**src/rtl/cram_pkg.sv**
```systemverilog
package cram_pkg;
  typedef struct packed {
    logic ram_en;
    logic idx_hi;
  } cram_mode_t;

  localparam int unsigned CRAM_ADDR_W = 32;
  localparam int unsigned CRAM_PAGE_BITS = 12;
endpackage

```
**src/rtl/cram_mode_reg.sv**
```systemverilog
module cram_mode_reg
  import cram_pkg::*;
(
  input  logic       clk,
  input  logic       rst_n,
  input  logic       we,
  input  logic       ram_en_d,
  input  logic       idx_hi_d,
  output cram_mode_t mode_q
);
  always_ff @(posedge clk) begin
    if (!rst_n) begin
      mode_q <= '0;
    end else if (we) begin
      mode_q.ram_en <= ram_en_d;
      mode_q.idx_hi <= idx_hi_d;
    end
  end
endmodule

```
**src/rtl/cram_window_dec.sv**
```systemverilog
module cram_window_dec #(
  parameter int unsigned ADDR_W = 32,
  parameter logic [ADDR_W-1:0] BASE = 32'h1C00_0000,
  parameter logic [ADDR_W-1:0] LIMIT = 32'h2000_0000
) (
  input  logic [ADDR_W-1:0] addr,
  output logic              in_win
);
  // Lower bound inclusive, upper bound exclusive.
  always_comb begin
    in_win = (addr >= BASE) && (addr < LIMIT);
  end
endmodule

```
**src/rtl/cram_offset_gen.sv**
```systemverilog
module cram_offset_gen #(
  parameter int unsigned PAGE_BITS = 12,
  localparam int unsigned OFF_W = PAGE_BITS + 1
) (
  input  logic                 lo_sel,
  input  logic                 hi_sel,
  input  logic                 idx_hi,
  input  logic [PAGE_BITS-1:0] page_off,
  output logic [OFF_W-1:0]     offset
);
  logic half;

  always_comb begin
    half   = idx_hi ? hi_sel : lo_sel;
    offset = {half, page_off};
  end
endmodule

```
**src/rtl/cram_mapper.sv**
```systemverilog
module cram_mapper
  import cram_pkg::*;
#(
  parameter int unsigned ADDR_W = CRAM_ADDR_W,
  parameter int unsigned PAGE_BITS = CRAM_PAGE_BITS,
  parameter int unsigned LO_SEL_BIT = 13,
  parameter int unsigned HI_SEL_BIT = 25,
  parameter logic [ADDR_W-1:0] WIN_BASE = 32'h1C00_0000,
  parameter logic [ADDR_W-1:0] WIN_LIMIT = 32'h2000_0000,
  localparam int unsigned OFF_W = PAGE_BITS + 1
) (
  input  logic              clk,
  input  logic              rst_n,
  input  logic              cfg_we,
  input  logic              cfg_ram_en,
  input  logic              cfg_idx_hi,
  input  logic              in_valid,
  output logic              in_ready,
  input  logic [ADDR_W-1:0] in_addr,
  output logic              out_valid,
  input  logic              out_ready,
  output logic              out_hit,
  output logic [OFF_W-1:0]  out_offset
);
  cram_mode_t mode_q;
  logic in_win;
  logic [OFF_W-1:0] raw_off;
  logic take;
  logic hit_d;

  cram_mode_reg u_mode (
    .clk      (clk),
    .rst_n    (rst_n),
    .we       (cfg_we),
    .ram_en_d (cfg_ram_en),
    .idx_hi_d (cfg_idx_hi),
    .mode_q   (mode_q)
  );

  cram_window_dec #(
    .ADDR_W (ADDR_W),
    .BASE   (WIN_BASE),
    .LIMIT  (WIN_LIMIT)
  ) u_win (
    .addr   (in_addr),
    .in_win (in_win)
  );

  cram_offset_gen #(
    .PAGE_BITS (PAGE_BITS)
  ) u_off (
    .lo_sel   (in_addr[LO_SEL_BIT]),
    .hi_sel   (in_addr[HI_SEL_BIT]),
    .idx_hi   (mode_q.idx_hi),
    .page_off (in_addr[PAGE_BITS-1:0]),
    .offset   (raw_off)
  );

  always_comb begin
    in_ready = !out_valid || out_ready;
    take     = in_valid && in_ready;
    hit_d    = in_win && mode_q.ram_en;
  end

  always_ff @(posedge clk) begin
    if (!rst_n) begin
      out_valid  <= 1'b0;
      out_hit    <= 1'b0;
      out_offset <= '0;
    end else if (take) begin
      out_valid  <= 1'b1;
      out_hit    <= hit_d;
      out_offset <= hit_d ? raw_off : '0;
    end else if (out_ready) begin
      out_valid  <= 1'b0;
    end
  end


  accept_to_valid_chk: assert property (@(posedge clk) disable iff (!rst_n)
    (in_valid && in_ready) |=> out_valid);


  hold_stable_chk: assert property (@(posedge clk) disable iff (!rst_n)
    (out_valid && !out_ready) |=> (out_valid && $stable(out_hit) && $stable(out_offset)));


  miss_zero_chk: assert property (@(posedge clk) disable iff (!rst_n)
    (out_valid && !out_hit) |-> (out_offset == '0));


  low_bits_chk: assert property (@(posedge clk) disable iff (!rst_n)
    (in_valid && in_ready) |=>
      (!out_hit || out_offset[PAGE_BITS-1:0] == $past(in_addr[PAGE_BITS-1:0])));


  disabled_miss_chk: assert property (@(posedge clk) disable iff (!rst_n)
    (in_valid && in_ready && !mode_q.ram_en) |=> !out_hit);
endmodule

```
**config.mk**
```make
export PLATFORM = sky130hd
export DESIGN_NAME = cram_mapper
export DESIGN_NICKNAME = d
export VERILOG_FILES = /design/src/rtl/cram_pkg.sv /design/src/rtl/cram_mode_reg.sv /design/src/rtl/cram_window_dec.sv /design/src/rtl/cram_offset_gen.sv /design/src/rtl/cram_mapper.sv
export SDC_FILE = /design/constraint.sdc
export NUM_CORES = 1
export LEC_CHECK = 0
export BUFFER_PORTS_ARGS = -buffer_cell sky130_fd_sc_hd__buf_2
export CAP_MARGIN = 25
export CORE_ASPECT_RATIO = 0.7
export CORE_UTILIZATION = 39
export CTS_CLUSTER_DIAMETER = 50
export DETAILED_ROUTE_END_ITERATION = 12
export PLACE_DENSITY_LB_ADDON = 0.12
export SLEW_MARGIN = 20
export SYNTH_ARGS = -nofsm -noshare
export SYNTH_HDL_FRONTEND = slang
export SYNTH_SLANG_ARGS = --single-unit
```
**constraint.sdc**
```tcl
create_clock -name clk -period 1.4 [get_ports clk]
set_clock_uncertainty 0.05 [all_clocks]
set_input_delay 0.28 -clock clk [delete_from_list [all_inputs] [get_ports clk]]
set_output_delay 0.28 -clock clk [all_outputs]
set_load 0.03 [all_outputs]
```
**Word level (Yosys, flattened, before mapping)**

Index checks and enable logic that the tools add are counted.

- $lt $le $gt $ge: 2
- Reduce and logical (&&, ||, !) cells: 6
- Multiplexer cells: 4

Operators by type and width:

| cell | count |
|---|---|
| $ge A32 B29 Y1 const B | 1 |
| $lt A32 B30 Y1 const B | 1 |
| $mux W13 | 1 |
| $logic_and A1 B1 Y1 | 3 |
| $mux W1 | 3 |
| $reduce_bool A2 Y1 | 1 |
| $logic_not A1 Y1 | 1 |
| $logic_or A1 B1 Y1 | 1 |

- Bits in registers: 17
- Input bits: 39
- Logic and storage cells: 17
- Output and inout port bits: 16

**Logic depth before layout (Yosys ltp)**

Gate-level depths: netlist of the first run.

- Depth after elaboration: 4
- Mapped depth: 5
- Gate-level depth less buffers: 3

**Hierarchy**

Synthesis of the first run repeated with hierarchy kept, for this count alone.

- Cells, all modules: 90
- Area total of the unflattened synthesis: 873.3 µm²

Modules (own cells, without submodules):

| module | cells an instance | area an instance (µm²) | times used | seq. area each (µm²) |
|---|---|---|---|---|
| cram_mapper | 68 | 669.4 | 1 | 300.3 |
| cram_offset_gen | 14 | 112.6 | 1 | 0.0 |
| cram_mode_reg | 6 | 72.6 | 1 | 40.0 |
| cram_window_dec | 2 | 18.8 | 1 | 0.0 |

**Least setup slack after synthesis of the first run**

Ideal clock, no wire load.

- Path kind: reg2reg
- Start: reg out_valid
- End: reg out_offset[10]
- Library setup time: 0.116 ns
- Setup slack: 0.025 ns
- Period minus slack after synthesis: 1.375 ns
- Data required time: 1.234 ns
- Stages on the path, launching flop included: 6
- Buffers on the path: 2
- Arrival: 1.209 ns
- Cell sequence: dfxtp_1 -> nand2b_4 -> buf_6 -> and2_4 -> buf_6 -> a41o_1

- Longest elaborated chain between the ends: 3

Ends and longest elaborated chain:

| item | RTL line | RTL |
|---|---|---|
| start: declaration | cram_mapper.sv:20 | `output logic out_valid,` |
| start signal: assignment | cram_mapper.sv:67 | `out_valid <= 1'b0;` |
| start signal: assignment | cram_mapper.sv:71 | `out_valid <= 1'b1;` |
| start signal: assignment | cram_mapper.sv:75 | `out_valid <= 1'b0;` |
| $logic_not A1 Y1 | cram_mapper.sv:60 | `in_ready = !out_valid \|\| out_ready;` |
| $logic_or A1 B1 Y1 | cram_mapper.sv:60 |  |
| $logic_and A1 B1 Y1 | cram_mapper.sv:61 | `take = in_valid && in_ready;` |
| end signal: assignment | cram_mapper.sv:73 | `out_offset <= hit_d ? raw_off : '0;` |
| end: declaration | cram_mapper.sv:23 | `output logic [OFF_W-1:0] out_offset` |

Every way passes these cells.
A chain may end at the register's enable or synchronous reset.

**Worst setup path in the final report of the first run**

- Start: reg out_valid
- End: out in_ready

- Longest elaborated chain between the ends: 2

Ends and longest elaborated chain:

| item | RTL line | RTL |
|---|---|---|
| $logic_not A1 Y1 | cram_mapper.sv:60 |  |
| $logic_or A1 B1 Y1 | cram_mapper.sv:60 |  |
| end: declaration | cram_mapper.sv:18 | `output logic in_ready,` |

Every way passes these cells.

==> flow_summary.rst, run 1 <==
.. list-table::
   :header-rows: 1

   * - Metric
     - Value
   * - Synthesized netlist cell count
     - ~80
   * - Run status
     - finished clean
   * - Pin count of the biggest net entering global routing
     - 31
   * - Unrepaired setup endpoints after global routing
     - false
   * - Peak supply drop
     - between 0.5 and 0.6 mV
   * - Critical path data arrival time
     - a little under 1 ns
   * - Via count
     - 715
   * - Average wire per cell in the routed design
     - 12.44 µm
   * - Peak fanout along the critical path
     - 9
   * - Number of remaining DRC errors
     - 0
   * - Global-route wire length before repair
     - 2718 µm
   * - CTS H-tree depth
     - 1
   * - Setup violation total in the final timing report
     - 0
   * - Number of design-rule violations left by the first detailed-router iteration
     - 11
   * - Clock insertion delay at the later pin of the skew report
     - around 0.29 ns
   * - Initial standard-cell utilization of the core
     - 0.4174
   * - Worst Path Required
     - 1.07 ns
   * - Antenna violations before repair
     - 0
   * - Synth top area cells
     - dfxtp_1 44%, a41o_1 15%, a21oi_1 7.7%
   * - Multiplexer fraction of the synthesized cell area
     - 0.04006
   * - Static leakage
     - 0.5820 nW
   * - Worst slew margin relative to its limit
     - 0.6816
   * - Setup TNS after final layout
     - 0 ns
   * - Count of antenna diodes in the layout
     - 0
   * - Slew at the pin closest to its max-slew limit
     - 0.4776 ns
   * - Number of buffers created by CTS
     - 3
   * - Hold-fix buffers at CTS
     - 0
   * - Max Cap Violations
     - 0
   * - Vias per inst
     - 5.107
   * - Port bufs
     - 42
   * - Final estimated routing congestion in global placement
     - roughly 0.6
   * - Number of buffers added for setup after CTS
     - 0
   * - Post-synthesis instance area
     - 780.7 µm²
   * - Mean cell area of the mapped netlist
     - about 10 µm²
   * - Height of the die
     - just under 40 µm
   * - Clock-pin slew on the worst setup and hold paths
     - 0.09 ns
   * - Synthesized net count
     - 117
   * - Overall Global Routing Usage
     - 0.1718
   * - Via count of the first global-routing pass
     - 586
   * - Area of the core
     - 1871 µm²
   * - Sequential Area
     - between 300 and 400 µm²
   * - DRT Pass-1 Iters
     - 3
   * - Number of sinks handled by clock tree synthesis
     - 17
   * - Leading area contributor after synthesis
     - dfxtp_1
   * - Die X-Extent
     - around 55 µm
   * - Resized Gates After CTS
     - 0
   * - Async SR Flop Fraction
     - 0
   * - Dominant register cell in the synthesized netlist
     - dfxtp_1
   * - Area share of the largest cell type after synthesis
     - 0.4359
   * - Number of nets in the final layout
     - 158
   * - Overflow left after global routing
     - 0
   * - Share of the clock period used by the worst path
     - 0.9356
   * - Synth Area in Compound Gates
     - 0.2740
   * - Share of cells above drive strength 1
     - 0.4407
   * - Clock tree from TritonCTS
     - built
   * - Number of buffers on the longest clock path
     - 2
   * - Capturing element type of the critical path
     - output pin
   * - Shortest clock period the worst path allows after layout
     - 1.310 ns
   * - Path class of the lowest-slack min-delay path
     - in2reg
   * - Number of rows in the core area
     - 13
   * - FF+latch count, synth
     - 17
   * - DRT antenna net count
     - 0
   * - Wire length after detailed routing
     - 1742 µm
   * - Arithmetic-cell share of the synthesized area counting full adders, half adders and majority gates
     - 0
   * - Synth-to-layout area growth
     - 30.13%
   * - Kind of start point of the critical path
     - flip-flop
   * - Top achievable clock speed
     - 0.7635 GHz
   * - Worst reg2reg setup slack
     - 0.28 ns
   * - Max Transition Viols Final
     - 0
   * - Multi-input combinational cell area
     - 380.4 µm²
   * - Number of enable flip-flop cells after synthesis
     - 0
   * - Power, Total
     - between 0.0008 and 0.0009 W
   * - Total power per unit cell area
     - between 800 and 900 nW/µm²
   * - Fraction of the mapped netlist area in simple logic gates
     - 0.1731
   * - Number of distinct standard cells referenced by the synthesized netlist
     - 19
   * - Kind of critical path
     - reg2out
   * - Fill cell total of the finished layout
     - 185
   * - Ys Warns
     - 0
   * - Die area
     - 2188 µm²
   * - Cell chosen for the clock root
     - clkbuf_4
   * - HPWL Detailed
     - 1221 µm
   * - Hold Violations, Final
     - 0
   * - Sequential fraction of the synthesis area
     - 0.4359
   * - Parity-gate share of the synthesized area counting xor and xnor cells
     - 0
   * - Top Ports
     - 55
   * - Combinational family with the most area after synthesis
     - compound AO/OA/AOI/OAI gates
## critical path, stage by stage, from the launching register on
cell      delay [ns]
dfxtp_1         0.39
nand2b_4        0.10
buf_2           0.19
## layout by cell type, fill, tap and decap left out
master / Yosys / final
a21boi_0: 2 / 2
a21oi_1: 12 / 12
a32o_1: 1 / 1
a41o_1: 12 / 12
and2_4: 1 / 1
and3_1: 1 / 1
buf_12: 0 / 1
buf_2: 3 / 42
buf_4: 0 / 1
clkbuf_1: 2 / 1
clkbuf_4: 0 / 3
dfxtp_1: 17 / 17
inv_1: 1 / 1
mux2_2: 1 / 1
mux2i_1: 2 / 2
nand2_1: 14 / 14
nand2b_4: 1 / 1
nand3b_4: 1 / 1
nor2b_1: 2 / 2
nor4_4: 1 / 1
o2bb2ai_1: 1 / 1
## through the flow
| step | area [µm²] | setup WS, ns | utilization | cells | hold slack [ns] |
|---|---|---|---|---|---|
| after floorplan | 780.7 | 0.02480 | - | 78 | 0.3816 |
| after global placement | 989.7 | 0.2116 | 0.5291 | 136 | 0.3964 |
| after detailed placement | 989.7 | 0.1923 | 0.5291 | 136 | 0.4144 |
| after CTS | 1016 | 0.06914 | 0.5431 | 140 | 0.1603 |
| after global routing | 1016 | 0.02091 | 0.5431 | 140 | 0.1570 |
| final | 1016 | 0.09018 | 0.5431 | 140 | 0.1641 |
## synth_stat cells, types with 2 or more instances
cell type / count
buf_2: 3
a21oi_1: 12
mux2i_1: 2
a21boi_0: 2
a41o_1: 12
nor2b_1: 2
dfxtp_1: 17
nand2_1: 14
buf_6: 3
clkbuf_1: 2
## path summary, 6_finish.rpt
kind | from | endpoint | depth (start not counted)
worst max register to register | u_mode.mode_q[1] | out_offset[0] | 4
worst min-delay path | in_addr[1] | out_offset[1] | 2
worst min register to register | out_hit | out_hit | 2
worst max-delay path | out_valid | in_ready | 2
## final cells by class
cell class / count / share of cell area
Tap cell: 22 / 0.02709
Sequential cell: 17 / 0.3350
Timing Repair Buffer: 44 / 0.2340
Multi-Input combinational cell: 52 / 0.3744
Inverter: 1 / 0.003695
Clock buffer: 4 / 0.02586
## report_power, final
part	total, W	switching, W	internal [W]	leakage (nW)
Clock	0.000261	0.000150	0.000111	0.0150
Sequential	0.000494	0.00000477	0.000489	0.138
Combinational	0.000105	0.0000586	0.0000464	0.429
## flip-flops by register name (all words and copies together) (netlist names)
signal / flops
u_mode.mode_q: 2
out_valid: 1
out_offset: 13
out_hit: 1
## kinds of logic after synthesis
group                  count (synthesis)
buffers and inverters                  9
AND/OR/NAND/NOR                       21
flip-flops                            17
AO/OA/AOI/OAI                         28
multiplexers                           3
## per-layer routing
metal / vias to the layer above / track usage / share of wire
li1: 371 / - / -
met1: 318 / 0.2063 / 0.46
met2: 22 / 0.2771 / 0.46
met3: 4 / 0.06931 / 0.060
met4: 0 / 0.07500 / 0.012
met5: - / 0 / 0
No activity file was read; power rests on OpenSTA's default activity.
==> run 2, diff against run 1 <==
--- a/config.mk
+++ b/config.mk
@@ -7,8 +7,10 @@
 export LEC_CHECK = 0
 export BUFFER_PORTS_ARGS = -buffer_cell sky130_fd_sc_hd__buf_2
 export CAP_MARGIN = 25
+export CELL_PAD_IN_SITES_DETAIL_PLACEMENT = 0
+export CELL_PAD_IN_SITES_GLOBAL_PLACEMENT = 2
 export CORE_ASPECT_RATIO = 0.7
-export CORE_UTILIZATION = 39
+export CORE_UTILIZATION = 21
 export CTS_CLUSTER_DIAMETER = 50
 export DETAILED_ROUTE_END_ITERATION = 12
 export PLACE_DENSITY_LB_ADDON = 0.12
==> flow_summary.rst, run 2 (synthesis results as in run 1) <==
.. list-table::
   :header-rows: 1

   * - Metric
     - Value
   * - Max Transition Viols Final
     - 0 (unchanged)
   * - Via count of the first global-routing pass
     - 702 (was 586)
   * - Total power per unit cell area
     - 904.7 nW/µm² (was 846.4 nW/µm²)
   * - Number of buffers created by CTS
     - 3 (unchanged)
   * - Count of antenna diodes in the layout
     - 0 (unchanged)
   * - Post-placement worst setup slack
     - 0.1675 ns (was 0.1923 ns)
   * - CTS H-tree depth
     - 1 (unchanged)
   * - Kind of start point of the critical path
     - flip-flop (unchanged)
   * - Antenna violations before repair
     - 0 (unchanged)
   * - Setup TNS after final layout
     - 0 ns (unchanged)
   * - Most frequent cells in the layout
     - 42 x buf_2, 17 x dfxtp_1, 14 x nand2_1 (unchanged)
   * - Number of sinks handled by clock tree synthesis
     - 17 (unchanged)
   * - Registers with the most flip-flops
     - out_offset x13, u_mode.mode_q x2 (unchanged)
   * - WHS
     - 0.2056 ns (was 0.1641 ns)
   * - Die X-Extent
     - 74.88 µm (was 55.48 µm)
   * - Clock insertion delay at the later pin of the skew report
     - 0.25 ns (was 0.29 ns)
   * - Peak fanout along the critical path
     - 12 (was 9)
   * - Worst Path Required
     - 1.07 ns (about the same)
   * - Wire length after detailed routing
     - 1977 µm (was 1742 µm)
   * - Max FFs per register
     - 13 (unchanged)
   * - Slew at the pin closest to its max-slew limit
     - 0.5023 ns (was 0.4776 ns)
   * - Worst reg2reg setup slack
     - 0.27 ns (was 0.28 ns)
   * - Overall Global Routing Usage
     - 0.1143 (was 0.1718)
   * - Number of design-rule violations left by the first detailed-router iteration
     - 22 (was 11)
   * - Initial standard-cell utilization of the core
     - 0.2208 (was 0.4174)
   * - Number of buffers added for setup after CTS
     - 0 (unchanged)
   * - CP max stage cell
     - dfxtp_1 (unchanged)
   * - Overflow left after global routing
     - 0 (unchanged)
   * - Static leakage
     - 0.5925 nW (was 0.5820 nW)
   * - Number of rows in the core area
     - 18 (was 13)
   * - Capturing element type of the critical path
     - output pin (unchanged)
   * - HPWL Detailed
     - 1353 µm (was 1221 µm)
   * - Final core utilization
     - 0.3029 (was 0.5431)
   * - Via count
     - 736 (was 715)
   * - Final estimated routing congestion in global placement
     - 0.6699 (was 0.5851)
   * - Pin count of the biggest net entering global routing
     - 31 (unchanged)
   * - Run status
     - finished clean (unchanged)
   * - Clock tree from TritonCTS
     - built (unchanged)
   * - Average wire per cell in the routed design
     - 11.77 µm (was 12.44 µm)
   * - Hold Violations, Final
     - 0 (unchanged)
   * - Port bufs
     - 42 (unchanged)
   * - Clock-pin slew on the worst setup and hold paths
     - 0.07 ns (was 0.09 ns)
   * - Kind of critical path
     - reg2out (unchanged)
   * - Unrepaired setup endpoints after global routing
     - false (unchanged)
   * - DRT antenna net count
     - 0 (unchanged)
   * - Number of buffers on the longest clock path
     - 2 (unchanged)
   * - Top Ports
     - 55 (unchanged)
   * - Setup violation total in the final timing report
     - 0 (unchanged)
   * - Resized Gates After CTS
     - 0 (unchanged)
   * - Top achievable clock speed
     - 0.7832 GHz (was 0.7635 GHz)
   * - Share of cells above drive strength 1
     - 0.4492 (was 0.4407)
   * - Path class of the lowest-slack min-delay path
     - in2reg (unchanged)
   * - Peak supply drop
     - 0.4832 mV (was 0.5600 mV)
   * - Worst path buffer plus inverter count
     - 1 (unchanged)
   * - Max Cap Violations
     - 0 (unchanged)
   * - Cell chosen for the clock root
     - clkbuf_8 (was clkbuf_4)
   * - Sequence of cells on the critical path
     - nand2b_4, buf_2 (unchanged)
   * - Critical path data arrival time
     - 0.95 ns (was 0.98 ns)
   * - Synth-to-layout area growth
     - 37.18% (was 30.13%)
   * - Number of nets in the final layout
     - 158 (unchanged)
   * - Share of the clock period used by the worst path
     - 0.9120 (was 0.9356)
   * - Die area
     - 3970 µm² (was 2188 µm²)
   * - Hold-fix buffers at CTS
     - 0 (unchanged)
   * - Worst slew margin relative to its limit
     - 0.6651 (was 0.6816)
   * - DRT Pass-1 Iters
     - 2 (was 3)
   * - Register bank with the most flops
     - out_offset (unchanged)
   * - Most common cell after layout, fill and taps aside
     - buf_2 (unchanged)
   * - Global-route wire length before repair
     - 3291 µm (was 2718 µm)
   * - Shortest clock period the worst path allows after layout
     - 1.277 ns (was 1.310 ns)
   * - Slack of the critical path
     - 0.1232 ns (was 0.09018 ns)
   * - Height of the die
     - 53.02 µm (was 39.44 µm)
   * - Vias per inst
     - 4.381 (was 5.107)
   * - Family with the most delay on the worst path
     - flip-flops (unchanged)
   * - Area of the core
     - 3536 µm² (was 1871 µm²)
   * - Number of remaining DRC errors
     - 0 (unchanged)
   * - Longest individual stage delay on the worst path
     - 0.33 ns (was 0.39 ns)
==> run 2: cell count changes in the layout (fill, tap and decap cells not counted) <==
cell / delta
clkbuf_4: -3
clkbuf_8: +3
clkbuf_1: -1
clkinv_2: +1
==> run 2: layout make-up <==
| type | instances | area [µm²] |
|---|---|---|
| tap | 50 | 62.56 |
| timing repair buffer | 44 | 237.7 |
| clock inverter | 1 | 5.005 |
| inverter | 1 | 3.754 |
| fill | 379 | 2465 |
| sequential | 17 | 340.3 |
| clock buffer | 3 | 41.29 |
| multi-input combinational | 52 | 380.4 |
==> run 2: path summary, 6_finish.rpt <==
| path | from | to | depth (start not counted) |
|---|---|---|---|
| setup reg to reg | out_valid | out_offset[3] | 3 |
| setup / recovery | out_valid | in_ready | 2 |
| hold reg to reg | out_hit | out_hit | 2 |
| hold / removal | in_addr[9] | out_offset[9] | 2 |
==> run 2: stage by stage <==
| stage | cells | cell area (µm²) | power [W] |
|---|---|---|---|
| 6_report | 168 | 1071 | 0.0009690 |
| 5_1_grt | 168 | 1071 | 0.001031 |
| 4_1_cts | 168 | 1071 | 0.001001 |
| 3_5_place_dp | 164 | 1025 | 0.0006138 |
| 3_3_place_gp | 164 | 1025 | 0.0006126 |
| 2_1_floorplan | 78 | 780.7 | 0.0005644 |
==> run 2: per-layer routing <==
layer | track usage | vias up | routed length [µm]
met4 | 0.01887 | 0 | 7
met5 | 0 | - | 0
met3 | 0.04952 | 2 | 149
met2 | 0.1967 | 19 | 930
met1 | 0.1333 | 348 | 889
li1 | - | 367 | -
==> run 2: worst register-to-register path: cells and delay by family, from the launching register on <==
family,cells,cell delay [ns]
AOI/OAI and AO/OA,1,0.24
and+or+nand+nor,2,0.36
DFF,1,0.37
==> run 2: power by group <==
| group | total (W) | internal, W | leakage (nW) | switching, W |
|---|---|---|---|---|
| logic | 0.000107 | 0.0000464 | 0.429 | 0.0000609 |
| clock network | 0.000368 | 0.000197 | 0.0255 | 0.000171 |
| registers | 0.000493 | 0.000489 | 0.138 | 0.00000438 |
| total | 0.000969 | 0.000733 | 0.592 | 0.000236 |
